$ cat config.mk
export PLATFORM = sky130hd
export DESIGN_NAME = warp_sched
export DESIGN_NICKNAME = d
export VERILOG_FILES = /design/src/rtl/warp_sched_pkg.sv /design/src/rtl/warp_rr_pick.sv /design/src/rtl/warp_spawn_mask.sv /design/src/rtl/warp_uid_gen.sv /design/src/rtl/warp_sched.sv
export SDC_FILE = /design/constraint.sdc
export NUM_CORES = 1
export LEC_CHECK = 0
export ABC_AREA = 1
export BUFFER_PORTS_ARGS = -buffer_cell sky130_fd_sc_hd__clkbuf_2
export CAP_MARGIN = 10
export CORE_MARGIN = 1
export CORE_UTILIZATION = 49
export DETAILED_ROUTE_END_ITERATION = 8
export GPL_TIMING_DRIVEN = 0
export PLACE_DENSITY = 0.8
export SLEW_MARGIN = 30
export SYNTH_ARGS = -nofsm -noshare
export SYNTH_HDL_FRONTEND = slang
export SYNTH_SLANG_ARGS = --single-unit
$ cat constraint.sdc
create_clock -name clk_i -period 2.9 [get_ports clk_i]
set_clock_uncertainty 0.15 [all_clocks]
set_input_delay 0.58 -clock clk_i [delete_from_list [all_inputs] [get_ports clk_i]]
set_output_delay 0.58 -clock clk_i [all_outputs]
set_load 0.1 [all_outputs]
$ cat src/rtl/warp_sched_pkg.sv
package warp_sched_pkg;
  function automatic int unsigned wrap_add(int unsigned base, int unsigned step, int unsigned modulus);
    return (base + step) % modulus;
  endfunction
endpackage

$ cat src/rtl/warp_rr_pick.sv
module warp_rr_pick #(
  parameter int NUM_WARPS = 8,
  localparam int WID_W = $clog2(NUM_WARPS)
) (
  input  logic [NUM_WARPS-1:0] elig_i,
  input  logic [WID_W-1:0]     last_i,
  output logic                 found_o,
  output logic [WID_W-1:0]     pick_o
);
  import warp_sched_pkg::*;
  int unsigned idx;
  always_comb begin
    found_o = 1'b0;
    pick_o  = last_i;
    idx     = 0;
    for (int k = 1; k <= NUM_WARPS; k++) begin
      idx = wrap_add(int'(last_i), k, NUM_WARPS);
      if (!found_o && elig_i[idx]) begin
        found_o = 1'b1;
        pick_o  = WID_W'(idx);
      end
    end
  end
endmodule

$ cat src/rtl/warp_spawn_mask.sv
module warp_spawn_mask #(
  parameter int NUM_WARPS = 8,
  parameter int CNT_W     = 8
) (
  input  logic [CNT_W-1:0]     cnt_i,
  output logic [NUM_WARPS-1:0] new_o
);
  // bits 1..min(N,W)-1; the bound i < NUM_WARPS clamps by construction
  always_comb begin
    new_o = '0;
    for (int i = 1; i < NUM_WARPS; i++) new_o[i] = (i < int'(cnt_i));
  end
endmodule

$ cat src/rtl/warp_uid_gen.sv
module warp_uid_gen #(
  parameter int UID_W      = 32,
  parameter int CORE_COUNT = 4,
  parameter int CORE_ID    = 2
) (
  input  logic             clk_i,
  input  logic             rst_ni,
  input  logic             fire_i,
  output logic [UID_W-1:0] uid_o
);
  logic [UID_W-1:0] cnt_q;
  always_ff @(posedge clk_i or negedge rst_ni) begin
    if (!rst_ni) begin
      cnt_q <= '0;
      uid_o <= '0;
    end else if (fire_i) begin
      uid_o <= UID_W'(cnt_q * UID_W'(CORE_COUNT) + UID_W'(CORE_ID));
      cnt_q <= cnt_q + 1'b1;
    end
  end
endmodule

$ cat src/rtl/warp_sched.sv
module warp_sched #(
  parameter int NUM_WARPS  = 8,
  parameter int CNT_W      = 8,
  parameter int PC_W       = 32,
  parameter int UID_W      = 32,
  parameter int CORE_COUNT = 4,
  parameter int CORE_ID    = 2,
  localparam int WID_W     = $clog2(NUM_WARPS)
) (
  input  logic                 clk_i,
  input  logic                 rst_ni,
  input  logic                 release_valid_i,
  input  logic [WID_W-1:0]     release_wid_i,
  input  logic                 release_hold_i,
  input  logic                 spawn_valid_i,
  input  logic [CNT_W-1:0]     spawn_cnt_i,
  input  logic [PC_W-1:0]      spawn_pc_i,
  input  logic                 act_valid_i,
  input  logic [WID_W-1:0]     act_wid_i,
  input  logic                 susp_valid_i,
  input  logic [WID_W-1:0]     susp_wid_i,
  output logic                 issue_valid_o,
  output logic [WID_W-1:0]     issue_wid_o,
  output logic [UID_W-1:0]     issue_uid_o,
  output logic [NUM_WARPS-1:0] active_o,
  output logic [NUM_WARPS-1:0] stalled_o,
  output logic [NUM_WARPS-1:0] spawn_mask_o,
  output logic [PC_W-1:0]      spawn_pc_o
);
  logic [NUM_WARPS-1:0] active_q, stalled_q, rel_mask, stall_rel, elig;
  logic [NUM_WARPS-1:0] spawn_new, act_mask, susp_mask, pick_mask;
  logic [WID_W-1:0]     last_q, pick;
  logic                 found;

  always_comb begin
    rel_mask  = '0;
    act_mask  = '0;
    susp_mask = '0;
    pick_mask = '0;
    if (release_valid_i && !release_hold_i) rel_mask[release_wid_i] = 1'b1;
    if (act_valid_i)  act_mask[act_wid_i]   = 1'b1;
    if (susp_valid_i) susp_mask[susp_wid_i] = 1'b1;
    if (found)        pick_mask[pick]       = 1'b1;
  end

  // release lands before the scan
  assign stall_rel = stalled_q & ~rel_mask;
  assign elig      = active_q & ~stall_rel;

  warp_rr_pick #(.NUM_WARPS(NUM_WARPS)) u_pick (
    .elig_i(elig), .last_i(last_q), .found_o(found), .pick_o(pick)
  );

  warp_spawn_mask #(.NUM_WARPS(NUM_WARPS), .CNT_W(CNT_W)) u_spawn (
    .cnt_i(spawn_cnt_i), .new_o(spawn_new)
  );

  warp_uid_gen #(.UID_W(UID_W), .CORE_COUNT(CORE_COUNT), .CORE_ID(CORE_ID)) u_uid (
    .clk_i(clk_i), .rst_ni(rst_ni), .fire_i(found), .uid_o(issue_uid_o)
  );

  always_ff @(posedge clk_i or negedge rst_ni) begin
    if (!rst_ni) begin
      active_q      <= NUM_WARPS'(1);
      stalled_q     <= '0;
      last_q        <= '0;
      issue_valid_o <= 1'b0;
      issue_wid_o   <= '0;
      spawn_mask_o  <= '0;
      spawn_pc_o    <= '0;
    end else begin
      stalled_q     <= stall_rel | pick_mask;
      active_q      <= (active_q | act_mask | (spawn_valid_i ? spawn_new : '0)) & ~susp_mask;
      issue_valid_o <= found;
      if (found) begin
        last_q      <= pick;
        issue_wid_o <= pick;
      end
      if (spawn_valid_i) begin
        spawn_mask_o <= spawn_new | NUM_WARPS'(1);
        spawn_pc_o   <= spawn_pc_i;
      end
    end
  end

  assign active_o  = active_q;
  assign stalled_o = stalled_q;
endmodule

== Word level (Yosys, flattened, before mapping) ==
Cells that the tools add are included.

* Register bits: 124
* Latch bits: 0
* Bits in writable memories: 0
* ROM bits: 0
* Input port bits: 56
* Output and inout port bits: 92
* Word-level logic and storage cells: 115
* Memories kept: 0

* Add/subtract/negate cells: 10
* $mul: 0
* Divide/modulo/power cells: 0
* Order comparisons: 23
* Equal/unequal tests: 0
* Shift operators: 0
* Muxes and demuxes: 45
* Bitwise gates (word level): 9
* Reductions and logical operators: 20

{| class="wikitable"
|+ Operator list
! operator !! count
|-
| less-than comparator 3 x 4 -> 1 bit (second input constant) || 12
|-
| 2-to-1 mux 8 bit || 5
|-
| adder 32 x 1 -> 32 bit (second input constant) || 1
|-
| adder 32 x 2 -> 32 bit (second input constant) || 1
|-
| less-than comparator 3 x 8 -> 1 bit (first input constant) || 4
|-
| AND 8 bit || 3
|-
| binary-select mux 1 bit (select 3 bit) || 8
|-
| 2-to-1 mux 3 bit || 8
|-
| NOT 8 bit || 3
|-
| bitwise OR 8 bit || 3
|-
| 2-to-1 mux 1 bit || 20
|-
| less-than comparator 2 x 8 -> 1 bit (first input constant) || 2
|-
| adder 3 bit (second input constant) || 4
|-
| demux 1 bit (select 3 bit) || 4
|-
| greater-or-equal comparator 3 x 1 -> 1 bit (second input constant) || 4
|-
| logical AND 1 bit || 12
|-
| zero test 1 bit || 8
|-
| less-than comparator 1 x 8 -> 1 bit (first input constant) || 1
|-
| adder 3 x 1 -> 3 bit (second input constant) || 2
|-
| adder 3 x 2 -> 3 bit (second input constant) || 2
|}

== Longest topological paths before layout ==
Gate-level depths: netlist (run 1).

* Depth in word-level cells: 39
* Depth in mapped cells: 22
* Mapped depth without buffers: 22

== Cells and area by module ==
From an unflattened synthesis (run 1), not the netlist that was laid out.

* Cells, all modules: 812
* Area, all modules: 6,149.6 sq um

{| class="wikitable"
|+ Modules (own cells, without submodules)
! module !! instances !! cells each !! area each (sq um) !! seq. area each (sq um)
|-
| warp_uid_gen || 1 || 337 || 2,808.9 || 1,526.5
|-
| warp_sched || 1 || 313 || 2,537.4 || 1,502.7
|-
| warp_rr_pick || 1 || 142 || 716.9 || 0.0
|-
| warp_spawn_mask || 1 || 20 || 86.3 || 0.0
|}

== Worst setup path before layout (run 1) ==
Ideal clock, no wire load.

* Path kind: flip-flop to flip-flop
* From: register, netlist name issue_wid_o[1]
* To: register u_uid.uid_o[19]
* Setup time: 74 ps
* Data arrival time: 3,267 ps
* Required time: 2,676 ps
* Slack: -591 ps
* Cell stages (with the launch flop): 18
* Path buffers: 4
* Clock period less this slack: 3,491 ps
* Path through: dfrtp_1 -> buf_2 -> clkinv_1 -> ha_1 -> buf_2 -> inv_1 -> nand3_1 -> nand3_1 -> nand2_2 -> nor2_4 -> nand4_2 -> nor2_4 -> nand3_4 -> clkinv_2 -> buf_6 -> buf_8 -> nand2_2 -> o21ai_2

{| class="wikitable"
|+ RTL lines
! item !! RTL line !! source
|-
| end signal, assigned || warp_uid_gen.sv:17 || <nowiki>uid_o <= UID_W'(cnt_q * UID_W'(CORE_COUNT) + UID_W'(CORE_ID));</nowiki>
|-
| end, declared || warp_uid_gen.sv:9 || <nowiki>output logic [UID_W-1:0] uid_o</nowiki>
|}

==> results of run 1 <==
## layout make-up
cell class / count / area, sq um
Fill cell: 1051 / 4048
Clock inverter: 15 / 190.2
Tap cell: 168 / 210.2
Inverter: 75 / 296.5
Timing Repair Buffer: 156 / 854.6
Buffer: 25 / 201.4
Clock buffer: 17 / 425.4
Sequential cell: 121 / 3037
Multi-Input combinational cell: 562 / 2949
## logic make-up (layout without fill, tap and decap cells)
logic type / after synthesis / count (layout) / synth area share (%)
AND/OR/NAND/NOR: 442 / 442 / 31.62
flip-flops: 121 / 121 / 48.48
buffers and inverters: 100 / 288 / 6.928
AO/OA/AOI/OAI: 85 / 85 / 7.970
XOR/XNOR: 31 / 31 / 4.345
adder cells (fa/ha/maj): 3 / 3 / 0.6008
other: 1 / 1 / 0.06001
## where the power goes
| part | switching (uW) | internal (uW) | total (uW) |
|---|---|---|---|
| clock network | 816 | 1370 | 2180 |
| registers | 192 | 1960 | 2150 |
| logic | 4310 | 1630 | 5940 |
## synth_stat cells, types with 2 or more instances
library cell  instances  area [sq um]
nor3_1               23         115.1
buf_6                 3         33.78
ha_1                  3         37.54
nor2_1               34         127.6
nand3_2               4         40.04
nand4_2               2         25.02
a22oi_1               3         22.52
clkbuf_1              8         30.03
a31oi_1               6         37.54
a21oi_1              11         55.05
buf_2                 9         45.04
nand2_2              19         118.9
o21ai_2              12         105.1
o21ai_0              24         120.1
nand2_1             272          1021
dfrtp_1             120          3003
inv_1                69         259.0
nor4_1                6         37.54
nand4_1              10         62.56
nand3_1              60         300.3
nor2_4                4         45.04
inv_2                 4         15.01
xor2_1               31         271.5
o21ai_1              26         130.1
buf_4                 3         22.52
## critical path, stage by stage, from the launching register on
cell	delay (ns)
dfrtp_4	0.50
buf_8	0.15
clkinv_4	0.08
ha_1	0.24
buf_6	0.15
inv_6	0.09
nand3_4	0.11
nand3_4	0.09
nand2_2	0.09
nor2_4	0.14
nand4_4	0.12
nor2_4	0.18
nand3_4	0.14
buf_8	0.16
buf_6	0.14
nand2_1	0.08
o21ai_1	0.08
## routing by layer
layer | track usage, % | vias to the layer above | wire, um
met2 | 40.80 | 199 | 7730
met5 | 0 | - | 0
met4 | 9.004 | 0 | 321
met3 | 6.220 | 26 | 876
li1 | - | 2875 | -
met1 | 34.02 | 2817 | 7270
## what timing repair did
action	4_1_cts	5_1_grt
resized for setup	3	54
hold buffers	1	0
setup endpoints to repair	47	66
pin swaps	0	12
endpoints found under the hold margin	44	0
buffers inserted	0	7
gates cloned	0	1
## state kept, by name, indices dropped and copies added (netlist names)
| name | count |
|---|---|
| active_o | 8 |
| spawn_pc_o | 32 |
| issue_wid_o | 3 |
| issue_valid_o | 1 |
| stalled_o | 8 |
| spawn_mask_o | 8 |
| u_uid.uid_o | 31 |
| u_uid.cnt_q | 30 |
## worst paths after layout
path                                               end                        start  cells past startpoint
max reg2reg                u_uid.cnt_q[29]$_DFFE_PN0P_   issue_wid_o[1]$_DFFE_PN0P_                     16
max                        u_uid.cnt_q[29]$_DFFE_PN0P_   issue_wid_o[1]$_DFFE_PN0P_                     16
min                         spawn_pc_o[27]$_DFFE_PN0P_               spawn_pc_i[27]                      3
min reg2reg                spawn_mask_o[0]$_DFFE_PN0P_  spawn_mask_o[0]$_DFFE_PN0P_                      1
min in group asynchronous    spawn_pc_o[2]$_DFFE_PN0P_                       rst_ni                      2
max in group asynchronous   issue_wid_o[0]$_DFFE_PN0P_                       rst_ni                      3
## metrics by stage
step	setup WS (ns)	area (sq um)	std cells	total power, uW	setup TNS (ns)
floorplan	0.03132	6264	783	6195	0
global placement	-1.144	7204	1097	7162	-83.50
detailed placement	-0.04717	7241	1098	7217	-0.7373
CTS	0.005394	7878	1131	9451	0
global route	-0.04726	8164	1139	10850	-1.302
finish	0.05502	8164	1139	10270	0
==> impl.org, run 1 <==
** GRT
- First-pass GRT wire length :: 26.11 mm
- The number of antenna violations at the first check in global routing is 0.
- Pin count of the biggest net entering global routing :: 77
- Vias in the first global route :: 5,493
- In the global route stage, overall resource usage came out at 25.53%.
- Residual overflow from global routing :: 0

** Worst hold path
- Min-Delay Path Class :: input port to flop

** Layout
- The area growth from synthesis to layout is 30.66%.
- Final core occ :: 66.85%
- After the last flow step, the layout net total stands at 1,017.
- Leading cell type in the layout, fill and taps excluded :: nand2_1
- Fraction of final layout cells with drive strength greater than 1 :: 29.25%
- The repair_antennas step left the layout with diodes totalling 0.
- The top cell types in the final layout, fill and taps aside, are nand2_1 (266), clkbuf_2 (145), dfrtp_1 (118).

** Clock network
- TritonCTS built the clock tree.
- Total clock buffers created by CTS :: 17
- After clock tree synthesis, the clock-pin slew on the worst setup and hold paths is 0.06 ns.
- Counting along the longest clock path gives a buffer depth of 2.
- The tree built by TritonCTS fans out to 121 sinks.
- Clock tree synthesis selected as its root buffer the cell clkbuf_16.
- Htree depth :: 4
- Clk_lat worst skew :: 0.43 ns

** Synthesis
- Summed instance area of the synthesized netlist :: 6248 sq um
- Yosys warnings :: 0
- Prevailing post-synth register cell :: dfrtp_1
- The share of the Yosys chip area taken by registers is 48.48%.
- Number of cells produced by synthesis :: 783
- FF+latch count, synth :: 121
- Count of flip-flops with a built-in enable after synthesis :: 0
- After synthesis, the mean cell area works out to 7.980 sq um.
- The number of different library cells used by synthesis comes to 42.
- The number of nets in the synthesized netlist is 842.
- For this run, asynchronously set or reset flops after synthesis account for 100.0%.

** Critical path
- In this run the worst path has a maximum fanout of 10.
- The worst setup path is captured at a flop.
- Critical path data arrival time :: 2.99 ns
- Worst-case register-to-register setup slack :: 0.06 ns
- The critical path in this run is classified as flop to flop.
- Data required time of the critical path :: 3.04 ns
- STA classifies the critical path startpoint as a flop.

** Placement
- Number of buffers added on ports :: 146
- Routability-driven placement finished with a final weighted congestion of 0.9188.
- Once detailed placement completed, the half-perimeter wirelength came to 11.78 mm.

** Routing
- For this run, the detailed router's first-pass iteration total came to 6.
- Antenna Violating Nets Remaining :: 0
- Vias after detailed routing :: 5,917
- Detailed Route WL :: 16.20 mm
- After detailed routing, the number of remaining DRC violations is 0.
- Detailed router's first-iteration violation count :: 390
- Drt via density :: 5.195
- After detailed routing, the average wire length per cell comes to 14.22 um.

** STA
- Setup repair after global routing could not meet its margin everywhere.
- Headroom to the max-slew limit :: 61.99%
- Post-Route Hold Slack :: 0.2042 ns
- Hold Vio Cnt, Final :: 0
- At the pin with the least slew margin, the transition time is 0.5727 ns.
- The count of final max-slew check failures was 0.
- After layout, the worst path uses 98.10% of the clock period.
- Setup violations remaining at the end of the flow were counted as 0.
- Static timing analysis puts the maximum clock frequency at 351.5 MHz.
- Shortest clock period the worst path allows after layout :: 2.845 ns

** Die
- From bottom edge to top edge, the die measures 114.9 um.
- Die Outline Area :: 13,210 sq um
- Die boundary width :: 114.9 um
- The initial utilization of the core area, before any placement, comes to 51.17%.
- After floorplanning, the core was sized to cover 12,210 sq um.
- Number of core rows :: 40
- Ports :: 148

** Power and ir drop
- Maximum vdd ir drop :: 607.8 uV
- In this run the power density over the cells is 1258 nW/um^2.
- Leakage power of the design :: 0.004083 uW

** Run status
- Outcome :: completed

** Run
- Number of maximum-capacitance violations :: 0
(Power assumes the default switching activity.)
==> run 2, diff against run 1 <==
--- a/config.mk
+++ b/config.mk
@@ -9,10 +9,10 @@
 export BUFFER_PORTS_ARGS = -buffer_cell sky130_fd_sc_hd__clkbuf_2
 export CAP_MARGIN = 10
 export CORE_MARGIN = 1
-export CORE_UTILIZATION = 49
+export CORE_UTILIZATION = 50
 export DETAILED_ROUTE_END_ITERATION = 8
-export GPL_TIMING_DRIVEN = 0
-export PLACE_DENSITY = 0.8
+export PLACE_DENSITY = 0.78
+export SETUP_SLACK_MARGIN = 0.15
 export SLEW_MARGIN = 30
 export SYNTH_ARGS = -nofsm -noshare
 export SYNTH_HDL_FRONTEND = slang
==> constraint.sdc (replaced) <==
create_clock -name clk_i -period 3.6 [get_ports clk_i]
set_clock_uncertainty 0.15 [all_clocks]
set_input_delay 0.72 -clock clk_i [delete_from_list [all_inputs] [get_ports clk_i]]
set_output_delay 0.72 -clock clk_i [all_outputs]
set_load 0.1 [all_outputs]
==> run 2 against run 1 <==
  * Count of clock-buffer cells in the layout rose by 2
  * Non-clock buffer count down 26
  * Register-to-register slack improved by 0.41 ns
  * Final cell count shrank 2.3%
  * Critical endpoint is now u_uid.uid_o[16]$_DFFE_PN0P_
  * Largest cell class unchanged
==> impl.org, run 2 (synthesis gave the netlist of run 1 again) <==
** Run status
- Outcome: completed (unchanged).

** STA
- The worst-margin pin slew came to 0.8343 ns (was 0.5727 ns).
- Number of setup violations in the final report :: 0 (unchanged)
- Setup TNS :: 0 ns (unchanged)
- The maximum operating frequency was 319.4 MHz (was 351.5 MHz).
- The worst path setup slack after routing was 0.4696 ns (was 0.05502 ns).
- The final-report hold violation count came to 0 (unchanged).
- RSZ-0062 raised after global routing: no (was yes).
- The part of the cycle the worst path needs is 86.96% (was 98.10%).
- Post-Route Hold Slack :: 0.2555 ns (was 0.2042 ns)
- The clock period minus final worst setup slack is 3.130 ns (was 2.845 ns).
- The count of final max-slew check failures came to 0 (unchanged).
- The worst relative slew slack is 44.38% (was 61.99%).

** Layout
- Most used cells in the layout excluding fill and tap cells: nand2_1 (272), clkbuf_2 (145), dfrtp_1 (119) (was nand2_1 (266), clkbuf_2 (145), dfrtp_1 (118)).
- Number of diodes :: 0 (unchanged)
- Leading cell type in the layout, fill and taps excluded :: nand2_1 (unchanged)
- Post-layout nets :: 991 (was 1,017)
- The flip-flop count of the largest register, all copies and words added is 32 (unchanged).
- Final-layout fill cell count :: 1,080 (was 1,051)
- The register with the highest flop count is spawn_pc_o (unchanged).
- Registers with the highest flip-flop counts :: spawn_pc_o (32), u_uid.uid_o (31), u_uid.cnt_q (30) (unchanged)
- Fraction of final layout cells with drive strength greater than 1 :: 25.50% (was 29.25%)
- Post-route standard cell area excluding fillers :: 7724 sq um (was 8164 sq um)
- The area growth from synthesis to layout was 23.61% (was 30.66%).

** Clock network
- Clock sink total :: 121 (unchanged)
- Cells resized by post-CTS repair :: 0 (was 3)
- The largest buffer count on any clock path came to 2 (unchanged).
- Clk_lat worst skew :: 0.42 ns (was 0.43 ns)
- The CTS tree is built (unchanged).
- Total clock buffers created by CTS :: 17 (unchanged)
- Htree depth :: 4 (unchanged)
- CTS root buf :: clkbuf_16 (unchanged)
- The clock-pin slew reported for the worst setup and hold paths after clock tree synthesis was 0.06 ns (about the same).
- Count of buffers added by post-CTS timing repair for setup :: 0 (unchanged)
- The number of hold buffers added after cts came to 0 (was 1).

** Placement
- HPWL reported at the end of detailed placement :: 11.08 mm (was 11.78 mm)
- Total cell area at the placement stage :: 7136 sq um (was 7241 sq um)
- Final RePlAce weighted congestion :: 0.9828 (was 0.9188)
- Number of buffers added on ports :: 146 (unchanged)
- The worst setup slack before clock tree synthesis was 0.4795 ns (was -0.04717 ns).

** Routing
- Detailed-route wire length per cell :: 13.59 um (was 14.22 um)
- Detailed-router iteration count before antenna repair :: 5 (was 6)
- The overall via count from detail_route is 5,645 (was 5,917).
- Antenna Violating Nets Remaining :: 0 (unchanged)
- Drt via density :: 5.072 (was 5.195)
- DRC violation count after routing :: 0 (unchanged)
- Detailed router's first-iteration violation count :: 438 (was 390)
- Detailed Route WL :: 15.13 mm (was 16.20 mm)

** Critical path
- The classification of the worst setup path is flop to flop (unchanged).
- Data required time of the critical path :: 3.78 ns (was 3.04 ns)
- The type of origin of the critical path was a flop (unchanged).
- The endpoint arrival time on the critical path was 3.31 ns (was 2.99 ns).
- The critical path capture point type is a flop (unchanged).
- The internal reg-to-reg setup slack was 0.47 ns (was 0.06 ns).
- Crit Path Max Fanout :: 35 (was 10)

** Worst hold path
- Min-Delay Path Class :: input port to asynchronous set/reset pin (was input port to flop)

** GRT
- The wire length of the first global-routing pass is 25.50 mm (was 26.11 mm).
- The largest net degree at the start of global routing was 68 (was 77).
- The via count of the first global-routing pass was 5,437 (was 5,493).
- The number of antenna violations at the first check in global routing came to 0 (unchanged).
- The global-route usage over all layers is 25.18% (was 25.53%).
- The total global routing overflow came to 0 (unchanged).

** Die
- The number of rows created at floorplan is 40 (unchanged).
- The overall die height came to 113.8 um (was 114.9 um).
- The initial standard-cell utilization of the core came to 51.59% (was 51.17%).
- Area inside the core boundary :: 12,110 sq um (was 12,210 sq um)
- The top-level port count was 148 (unchanged).
- The floorplan die width was 113.8 um (was 114.9 um).
- The die area was 12,950 sq um (was 13,210 sq um).

** Power and ir drop
- Power density of the placed cells :: 962.5 nW/um^2 (was 1258 nW/um^2)
- The total power came to 7434 uW (was 10,270 uW).
- The static leakage was 0.003918 uW (was 0.004083 uW).
- The maximum vdd drop came to 489.5 uV (was 607.8 uV).

** Run
- Number of maximum-capacitance violations :: 0 (unchanged)
==> run 2: final timing paths <==
kind | start | endpoint | cells past startpoint
setup / recovery | issue_wid_o[1]$_DFFE_PN0P_ | u_uid.uid_o[16]$_DFFE_PN0P_ | 14
hold / removal | rst_ni | spawn_pc_o[17]$_DFFE_PN0P_ | 1
setup reg to reg | issue_wid_o[1]$_DFFE_PN0P_ | u_uid.uid_o[16]$_DFFE_PN0P_ | 14
hold reg to reg | u_uid.uid_o[1]$_DFFE_PN0P_ | u_uid.uid_o[1]$_DFFE_PN0P_ | 1
max in group asynchronous | rst_ni | u_uid.cnt_q[14]$_DFFE_PN0P_ | 2
min in group clk_i | u_uid.uid_o[1]$_DFFE_PN0P_ | u_uid.uid_o[1]$_DFFE_PN0P_ | 1
==> run 2: routing by layer <==
metal	track usage [%]	wire, um	vias up
li1	-	-	2815
met1	33.59	6711	2559
met2	39.72	6908	226
met3	6.429	1100	45
met4	9.524	406	0
met5	0	0	-
==> run 2: where the power goes <==
part / switching, uW / total [uW] / internal, uW
clock: 652 / 1700 / 1040
sequential: 191 / 1760 / 1570
combinational: 3050 / 3970 / 925
==> run 2: through the flow <==
| step | std cells | util [%] |
|---|---|---|
| 3_5_place_dp | 1081 | 58.92 |
| 3_3_place_gp | 1081 | 58.92 |
| 4_1_cts | 1113 | 63.77 |
| 5_1_grt | 1113 | 63.77 |
| 6_report | 1113 | 63.77 |
| 2_1_floorplan | 783 | - |
==> run 2: area by class of cell <==
cell class / count / area (sq um) / area share, %
flip-flops and latches: 121 / 3030 / 39.24
multi-input cells: 562 / 2786 / 36.08
repair buffers: 155 / 825.8 / 10.69
clock buffers: 19 / 442.9 / 5.735
inverters: 75 / 282.8 / 3.661
well taps: 168 / 210.2 / 2.722
clock inverters: 13 / 145.1 / 1.879
==> run 2: worst max-delay path, stage by stage, from the launching register on <==
cell and delay [ns]:
dfrtp_2 0.50, clkinv_1 0.15, ha_1 0.42, inv_1 0.21
nand3_1 0.14, nand3_1 0.16, nand2_2 0.11, nor2_4 0.14
nand4_2 0.12, nor2_4 0.13, nand3_4 0.07, clkinv_2 0.28
buf_12 0.26, nand2_1 0.08, o21ai_0 0.08
